==> config.mk <==
export PLATFORM = sky130hd
export DESIGN_NAME = t0_char_rx
export DESIGN_NICKNAME = d
export VERILOG_FILES = /design/src/rtl/t0_char_rx.sv
export SDC_FILE = /design/constraint.sdc
export NUM_CORES = 1
export LEC_CHECK = 0
export BUFFER_PORTS_ARGS = -buffer_cell sky130_fd_sc_hd__buf_2
export CAP_MARGIN = 20
export CORE_ASPECT_RATIO = 0.8
export CORE_MARGIN = 3
export CORE_UTILIZATION = 50
export CTS_CLUSTER_SIZE = 16
export DETAILED_ROUTE_END_ITERATION = 12
export PLACE_DENSITY = 0.79
export SYNTH_ARGS = -nofsm -noshare
export SYNTH_HDL_FRONTEND = slang
export SYNTH_SLANG_ARGS = --single-unit
export TNS_END_PERCENT = 20
==> constraint.sdc <==
create_clock -name clk -period 3.2 [get_ports clk]
set_clock_uncertainty 0.05 [all_clocks]
set_input_delay 0.8 -clock clk [delete_from_list [all_inputs] [get_ports clk]]
set_output_delay 0.8 -clock clk [all_outputs]
set_load 0.05 [all_outputs]
==> src/rtl/t0_char_rx.sv <==
module t0_char_rx #(
  parameter int          BIT_CYC    = 16,
  parameter int          CNT_W      = 8,
  parameter logic [7:0]  TS_DIRECT  = 8'h3B,
  parameter logic [7:0]  TS_INVERSE = 8'h03
) (
  input  logic             clk,
  input  logic             rst_n,
  input  logic             iso_en,
  input  logic             anack_en,
  input  logic             onack_en,
  input  logic             init_start,
  input  logic             rx_done,
  input  logic [7:0]       rx_data,
  input  logic             rx_par,
  input  logic             rd_strobe,
  input  logic             rxie,
  input  logic             dma_sel,
  input  logic             thr_ie,
  input  logic [CNT_W-1:0] err_thresh,
  input  logic             clr_thr,
  input  logic             clr_ovr,
  output logic [7:0]       data_out,
  output logic             buf_full,
  output logic             ovr_flag,
  output logic             thr_flag,
  output logic             init_active,
  output logic             nack_drive,
  output logic             rx_irq,
  output logic             rx_dma,
  output logic             thr_irq
);
  localparam int         NW      = $clog2(2 * BIT_CYC + 1);
  localparam logic [NW-1:0] WIN  = NW'(2 * BIT_CYC);
  localparam logic [NW-1:0] HALF = NW'(BIT_CYC);
  localparam logic [CNT_W-1:0] CNT_MAX = {CNT_W{1'b1}};

  logic             par_err, ts_ok, ts_bad, reject, room, take, overrun, nack_req;
  logic [CNT_W-1:0] err_cnt, err_next;
  logic [NW-1:0]    nack_cnt;

  assign par_err  = ^{rx_par, rx_data};
  assign ts_ok    = (rx_data == TS_DIRECT) || (rx_data == TS_INVERSE);
  assign ts_bad   = init_active && !ts_ok;
  assign reject   = iso_en && (par_err || ts_bad);
  assign room     = !buf_full || rd_strobe;
  assign take     = rx_done && !reject && room;
  assign overrun  = rx_done && !reject && !room;
  assign nack_req = rx_done && iso_en &&
                    ((par_err && anack_en) || ts_bad || (overrun && onack_en));
  assign err_next = (err_cnt == CNT_MAX) ? err_cnt : err_cnt + 1'b1;

  always_ff @(posedge clk or negedge rst_n) begin
    if (!rst_n) begin
      data_out <= '0;
      buf_full <= 1'b0;
    end else if (take) begin
      data_out <= rx_data;
      buf_full <= 1'b1;
    end else if (rd_strobe) begin
      buf_full <= 1'b0;
    end
  end

  always_ff @(posedge clk or negedge rst_n) begin
    if (!rst_n)         ovr_flag <= 1'b0;
    else if (overrun)   ovr_flag <= 1'b1;
    else if (clr_ovr)   ovr_flag <= 1'b0;
  end

  always_ff @(posedge clk or negedge rst_n) begin
    if (!rst_n) begin
      err_cnt  <= '0;
      thr_flag <= 1'b0;
    end else begin
      if (rx_done) err_cnt <= reject ? err_next : '0;
      if (rx_done && reject && (err_next > err_thresh)) thr_flag <= 1'b1;
      else if (clr_thr)                                  thr_flag <= 1'b0;
    end
  end

  always_ff @(posedge clk or negedge rst_n) begin
    if (!rst_n)                   init_active <= 1'b0;
    else if (init_start)          init_active <= 1'b1;
    else if (rx_done && !reject)  init_active <= 1'b0;
  end

  always_ff @(posedge clk or negedge rst_n) begin
    if (!rst_n)              nack_cnt <= '0;
    else if (nack_req)       nack_cnt <= WIN;
    else if (nack_cnt != '0) nack_cnt <= nack_cnt - 1'b1;
  end

  assign nack_drive = (nack_cnt != '0) && (nack_cnt <= HALF);
  assign rx_dma     = buf_full && dma_sel;
  assign rx_irq     = buf_full && rxie && !dma_sel;
  assign thr_irq    = thr_flag && thr_ie;
endmodule

==> results.toml, run 1 <==
[cells_and_area]
stdcell_area_um2 = 2040
area_growth_pct = 19.3
fin_util_pct = 64.1
finalNonFillerCells = 264
num-nets-final = 271
final_common_cell = "buf_2"
drive_above_1_share_pct = 29.0
diodes = 0
mostFrequentLayoutCells = "45 x buf_2, 26 x dfrtp_1, 21 x inv_1"

[drt]
ant_nets = 0
routed_wirelength_um = 3310
vias = 1395
drt-pass1-iter-count = 4
drt_iter0_markers = 60
vias_per_cell = 5.28
route.detailed.drc = 0
wl_per_cell_um = 12.5

[critical_path]
reg2reg_to = "thr_flag"
critical_path.startpoint_type = "flip-flop"
startpoint = "err_cnt[0]"
rr_worst_depth = 11
cp.required_ns = 3.30
critical_path_class = "flip-flop to flip-flop"
r2r_setup_slack_ns = 0.44
reg2reg_from = "err_cnt[0]"
path_max_fanout = 9
cp-end-kind = "flip-flop"
cp.arrival_ns = 2.86

[run_status]
outcome = "complete, no violations"

[synth]
syn_inst = 178
synthesis.area_um2 = 1710
synth_edf_count = 0
synth_ff_type = "dfrtp_1"
ys_warn_count = 0
synth_nets = 224
synth_seq_cells = 26
syn_avg_cell_area_um2 = 9.59
ys_async_sr_fraction_pct = 100
ys_seq_area_share_pct = 38.1
ys_types = 36

[place]
hpwl_um = 2690
finalWeightedCongestion = 0.748
preCtsSetupSlack_ns = 0.442
placed_area_um2 = 1960
io_buffers = 45
post-place-cells = 260

[power]
p_per_area_nw_per_um2 = 599
peakVddDrop_mv = 0.462
p_leak_nw = 1.10
p_total_mw = 1.22

[flow_run]
cap_violations = 0

[clock_network]
clock_latency_ns = 0.27
postCtsSetupRepairBufs = 0
cts_tree = "built"
cts_resized = 0
h-tree-depth = 1
clkSinkCount = 26
postCtsHoldBufs = 0
root_buffer = "clkbuf_8"
clk_path_buf_depth = 2
cts-buffers-inserted = 3
clkTransAtPathRegs_ns = 0.09

[sta]
slew_viol_final = 0
finalSetupViolCount = 0
worst_hold_slack_ns = 0.460
rsz0062_at_grt = "false"
fin_crit_sh_pct = 86.3
period_needed_ns = 2.76
hold_violations = 0
relSlewSlack_pct = 62.6
fin_tns_setup_ns = 0
timing.fmax_mhz = 362
setup_ws_ns = 0.438
tightestPinTransition_ns = 0.560

[global_route]
grt_pass1_vias = 1387
antenna_found_initial = 0
grt_use_total_pct = 17.7
grt_start_max_net_pins = 27
grt_pass1_wl_um = 5840
overflow = 0

[die]
core_um2 = 3180
ioPinCount = 46
die-area_um2 = 4150
num_rows = 18
die_w_um = 71.3
start_util_pct = 53.7
die_h_um = 58.3

[hold_path]
hold_class = "input port to async pin"
-- Yosys cell counts (2+ instances only) --
master     n  share of area, %
nand4_1    3               1.1
nand3_1    8               2.3
buf_2      2              0.59
o21a_1     3               1.3
mux2_4     8               7.0
nand2b_1   2              0.73
o21ai_0    7               2.1
nor2_1     9               2.0
nor2b_1    3               1.1
a21oi_1   17               5.0
dfrtp_1   26                38
xnor2_1    5               2.6
a21o_1     3               1.3
and3_1     3               1.1
nand2_1   14               3.1
nand2_2    2              0.73
or3_1      3               1.1
o22ai_1    2              0.73
inv_1     21               4.6
and2_1     3               1.1
nor3_1     2              0.59
ha_1      16                12
mux2_2     2               1.3
a22o_1     2               1.0
-- logic make-up after synthesis --
logic type	after synthesis	share of synthesized area (%)
xor+xnor	7	4.84
fa+ha+maj	16	11.7
mux	11	8.94
simple gates	55	17.0
flops	26	38.1
compound gates	38	13.3
buf+inv	25	6.09
-- worst max path at each step --
stage | cells past startpoint | end
after floorplan | 5 | nack_drive
after global placement | 9 | data_out[2]
after detailed placement | 9 | data_out[6]
after CTS | 11 | thr_flag
after global routing | 11 | thr_flag
final | 11 | thr_flag
-- registers in the layout, indices dropped and copies added, names as in the netlist --
name         flops
err_cnt          8
ovr_flag         1
buf_full         1
nack_cnt         6
init_active      1
data_out         8
thr_flag         1
-- final cells by class --
class	count	area, µm²
Inverter	21	78.8
Timing Repair Buffer	46	233
Fill cell	262	1140
Clock buffer	3	41.3
Multi-Input combinational cell	127	952
Clock inverter	1	30.0
Sequential cell	26	651
Tap cell	40	50.0
-- power by group --
group	total [mW]	switching [mW]	leakage [nW]	internal, mW
Clock	0.268	0.101	0.0357	0.167
Sequential	0.451	0.0532	0.327	0.398
Combinational	0.501	0.306	0.736	0.195
Total	1.22	0.460	1.10	0.760
-- layer usage --
metal  GRT usage (%)  routed length (µm)
met1            23.5                1520
met2            29.2                1620
met3            4.33                 144
met4            4.56                  32
met5               0                   0
-- worst max-delay path: stages (launching register included) --
cell and delay (ns):
dfrtp_1 0.43, ha_1 0.26, inv_1 0.07, or3_1 0.53, mux2_2 0.33, ha_1 0.29, nor2b_1 0.13, o21ai_0 0.13
nand2b_1 0.07, a21oi_1 0.16, o21a_1 0.13, o22ai_1 0.07
Note: power is estimated with default switching activity, not from simulation.
==> inputs of run 2 (changes only) <==
Clock period 3.2 ns to 3.25 ns, I/O delays scaled along.
==> run 2 against run 1 <==
- sequential power is 1% lower
- die area is the same
- design area unchanged
- highest routed layer unchanged
- critical endpoint unchanged
- first-iteration DRC count decreased by 18%
- hold slack gained 0.0017 ns
==> results.toml, run 2 (synthesized netlist as in run 1, its figures left out) <==
[run_status]
outcome = "complete, no violations"

[power]
peakVddDrop_mv = 0.638
p_per_area_nw_per_um2 = 592
p_leak_nw = 1.10
p_total_mw = 1.21

[clock_network]
postCtsSetupRepairBufs = 0
postCtsHoldBufs = 0
cts_resized = 0
clk_path_buf_depth = 2
cts-buffers-inserted = 3
cts_tree = "built"
clkTransAtPathRegs_ns = 0.09
root_buffer = "clkbuf_8"
clkSinkCount = 26
clock_latency_ns = 0.27
h-tree-depth = 1

[sta]
period_needed_ns = 2.80
timing.fmax_mhz = 357
slew_viol_final = 0
finalSetupViolCount = 0
rsz0062_at_grt = "false"
worst_hold_slack_ns = 0.462
fin_tns_setup_ns = 0
fin_crit_sh_pct = 86.2
tightestPinTransition_ns = 0.561
setup_ws_ns = 0.450
hold_violations = 0
relSlewSlack_pct = 62.6

[die]
die-area_um2 = 4150
core_um2 = 3180
num_rows = 18
die_w_um = 71.3
start_util_pct = 53.7
ioPinCount = 46
die_h_um = 58.3

[critical_path]
critical_path_class = "flip-flop to flip-flop"
critical_path.startpoint_type = "flip-flop"
crit_chain = "ha_1 > inv_1 > or3_1 > mux2_2 > ha_1 > nor2b_1 > o21ai_0 > nand2b_1 > a21oi_1 > o21a_1 > o22ai_1"
startpoint = "err_cnt[0]"
cp.required_ns = 3.36
worst-path-buf-inv = 1
cpMaxStageDelayCell = "or3_1"
reg2reg_to = "thr_flag"
path_delay_family = "simple AND/OR/NAND/NOR gates"
cp-end-kind = "flip-flop"
cpMostUsedCell = "ha_1"
crit_path_max_incr_delay_ns = 0.53
r2r_setup_slack_ns = 0.45
cp.arrival_ns = 2.91
path_max_fanout = 9
rr_worst_depth = 11
reg2reg_from = "err_cnt[0]"

[drt]
routed-wl-met3_um = 117
route.detailed.drc = 0
vias_per_cell = 5.21
wl_met2_um = 1590
ant_nets = 0
highest_layer = "met4"
drt_iter0_markers = 49
routed_wirelength_um = 3250
drt-pass1-iter-count = 4
wl_per_cell_um = 12.3
drt-met1-wl_um = 1530
vias = 1375

[hold_path]
hold_path.startpoint = "data_out[3]"
hold_class = "flip-flop to flip-flop"
hold_path_end = "data_out[3]"
hold_depth = 1

[global_route]
grt_use_total_pct = 17.2
grt_start_max_net_pins = 27
overflow = 0
grt_pass1_wl_um = 5710
antenna_found_initial = 0
grt_pass1_vias = 1315

[place]
finalWeightedCongestion = 0.750
hpwl_um = 2630
io_buffers = 45
preCtsSetupSlack_ns = 0.447

[cells_and_area]
mostFrequentLayoutCells = "45 x buf_2, 26 x dfrtp_1, 21 x inv_1"
reg.largest.list = "data_out x8, err_cnt x8, nack_cnt x6"
fillers = 261
fin_util_pct = 64.1
diodes = 0
drive_above_1_share_pct = 29.0
seq_area_um2 = 651
multi_input_area_um2 = 952
area_growth_pct = 19.3
num-nets-final = 271
final_common_cell = "buf_2"

[flow_run]
cap_violations = 0
[run 2: cell type report]
cell class | instances | area share (%)
sequential | 26 | 32.0
tap | 40 | 2.46
inverter | 21 | 3.87
clock buffer | 3 | 2.03
timing repair buffer | 46 | 11.4
multi-input combinational | 127 | 46.8
clock inverter | 1 | 1.48
[run 2: worst max-delay path by stage]
stage | cells past startpoint | endpoint
final | 11 | thr_flag
after global routing | 11 | thr_flag
after CTS | 11 | thr_flag
after detailed placement | 9 | data_out[2]
after global placement | 9 | data_out[2]
after floorplan | 5 | nack_drive
[run 2: metal layers]
metal	global-route usage [%]	vias to the layer above
met3	4.33	2
met1	23.8	655
met4	3.22	0
met5	0	-
met2	27.7	21
li1	-	697
[run 2: where the power goes]
group | internal (mW) | total (mW) | switching (mW) | leakage (nW)
clock network | 0.165 | 0.265 | 0.101 | 0.0357
registers | 0.392 | 0.446 | 0.0536 | 0.327
logic | 0.192 | 0.494 | 0.302 | 0.736
[run 2: metrics by stage]
step / area [µm²] / cells
after floorplan: 1710 / 178
after global placement: 1960 / 260
after detailed placement: 1960 / 260
after CTS: 2040 / 264
after global routing: 2040 / 264
final: 2040 / 264
==> inputs of run 3 (changes only) <==
Settings changed: CTS_BUF_LIST set to sky130_fd_sc_hd__clkbuf_16.
==> run 3 against run 2 <==
- critical path depth did not move
- global-route usage rose by 0.44 points
- register-to-register slack hardly changed
- setup slack lost 0.0058 ns
- power grew 7.3%
==> results.toml, run 3 (synthesized netlist as in run 1, its figures left out) <==
[drt]
drt-pass1-iter-count = 4
ant_nets = 0
vias_per_cell = 5.22
wl_per_cell_um = 12.7
vias = 1378
route.detailed.drc = 0
routed_wirelength_um = 3360
drt_iter0_markers = 41

[hold_path]
hold_class = "flip-flop to flip-flop"
hold_path_end = "data_out[3]"
hold_path.startpoint = "data_out[3]"
hold_depth = 1

[die]
die_h_um = 58.3
core_um2 = 3180
die-area_um2 = 4150
ioPinCount = 46
die_w_um = 71.3
num_rows = 18
start_util_pct = 53.7

[global_route]
grt_pass1_wl_um = 5830
overflow = 0
antenna_found_initial = 0
grt_use_total_pct = 17.6
grt_start_max_net_pins = 27
grt_pass1_vias = 1316

[power]
p_total_mw = 1.29
clkPwrFrac_pct = 27.2
intPower_mw = 0.830
p_per_area_nw_per_um2 = 625
peakVddDrop_mv = 0.647
p_comb_share_pct = 38.3
seqPwrFrac_pct = 34.5
p_leak_nw = 1.11
swShare_pct = 35.9
p_sw_mw = 0.464

[cells_and_area]
num-nets-final = 271
reg.largest.list = "data_out x8, err_cnt x8, nack_cnt x6"
final_common_cell = "buf_2"
mostFrequentLayoutCells = "45 x buf_2, 26 x dfrtp_1, 21 x inv_1"
fillers = 250
diodes = 0
finalNonFillerCells = 264
area_growth_pct = 21.3
drive_above_1_share_pct = 29.0

[clock_network]
postCtsHoldBufs = 0
clock_latency_ns = 0.26
root_buffer = "clkbuf_16"
cts-buffers-inserted = 3
h-tree-depth = 1
clkTransAtPathRegs_ns = 0.06
cts_tree = "built"
clkSinkCount = 26
postCtsSetupRepairBufs = 0
clk_path_buf_depth = 2
cts_resized = 0

[critical_path]
critical_path.startpoint_type = "flip-flop"
critical_path_class = "flip-flop to flip-flop"
cp-end-kind = "flip-flop"
cpMaxStageDelayCell = "or3_1"
reg2reg_to = "thr_flag"
crit_chain = "ha_1 > inv_1 > or3_1 > mux2_2 > ha_1 > nor2b_1 > o21ai_0 > nand2b_1 > a21oi_1 > o21a_1 > o22ai_1"
crit_path_max_incr_delay_ns = 0.54
cpMostUsedCell = "ha_1"
worst-path-buf-inv = 1
cp.required_ns = 3.34
reg2reg_from = "err_cnt[0]"
cp.arrival_ns = 2.90
rr_worst_depth = 11
path_delay_family = "simple AND/OR/NAND/NOR gates"
r2r_setup_slack_ns = 0.44
path_max_fanout = 9

[sta]
fin_tns_setup_ns = 0
slew_viol_final = 0
relSlewSlack_pct = 62.5
timing.fmax_mhz = 356
fin_crit_sh_pct = 86.3
tightestPinTransition_ns = 0.562
rsz0062_at_grt = "false"
finalSetupViolCount = 0
period_needed_ns = 2.81
hold_violations = 0

[run_status]
outcome = "complete, no violations"

[place]
post-place-cells = 260
hpwl_um = 2630
io_buffers = 45
finalWeightedCongestion = 0.750

[flow_run]
cap_violations = 0
==> run 3: worst reg2reg max path, cell delays in order, from the launching register on <==
cell and delay [ns]:
dfrtp_1 0.43, ha_1 0.27, inv_1 0.07, or3_1 0.54, mux2_2 0.33, ha_1 0.29, nor2b_1 0.13, o21ai_0 0.15
nand2b_1 0.07, a21oi_1 0.16, o21a_1 0.13, o22ai_1 0.07
==> run 3: per-stage QoR <==
| stage | util (%) | cell area, µm² | setup WS (ns) | hold WS [ns] |
|---|---|---|---|---|
| floorplan | - | 1710 | 0.574 | 0.463 |
| global placement | 61.9 | 1960 | 0.512 | 0.445 |
| detailed placement | 61.9 | 1960 | 0.447 | 0.442 |
| CTS | 65.2 | 2070 | 0.432 | 0.461 |
| global route | 65.2 | 2070 | 0.313 | 0.469 |
| finish | 65.2 | 2070 | 0.444 | 0.454 |
==> run 3: power groups by stage <==
stage / Sequential [mW] / Clock [mW] / Combinational [mW]
2_1_floorplan: 0.546 / 0 / 0.283
3_3_place_gp: 0.448 / 0 / 0.485
3_5_place_dp: 0.451 / 0 / 0.496
4_1_cts: 0.446 / 0.359 / 0.499
5_1_grt: 0.455 / 0.371 / 0.544
6_report: 0.446 / 0.352 / 0.496
==> run 3: routing by layer <==
metal	up-vias	global-route usage, %	wire length (µm)
met4	0	3.22	17
met3	2	4.85	110
met1	663	24.6	1580
met5	-	0	0
li1	697	-	-
met2	16	28.0	1650
==> run 3: how the worst max path moves through the flow <==
stage                startpoint  cells past startpoint  slack, ns           to
floorplan           nack_cnt[0]                      5       0.57   nack_drive
detailed placement   rx_data[2]                      9       0.45  data_out[2]
finish               err_cnt[0]                     11       0.44     thr_flag
global placement     rx_data[2]                      9       0.51  data_out[2]
global route         err_cnt[0]                     11       0.31     thr_flag
CTS                  err_cnt[0]                     11       0.43     thr_flag
==> run 3: area by class of cell <==
cell class	count	area [µm²]	share of cell area, %
Multi-Input combinational cell	127	952	46.0
Tap cell	40	50.0	2.42
Clock buffer	3	75.1	3.63
Clock inverter	1	30.0	1.45
Timing Repair Buffer	46	233	11.2
Inverter	21	78.8	3.81
Sequential cell	26	651	31.4
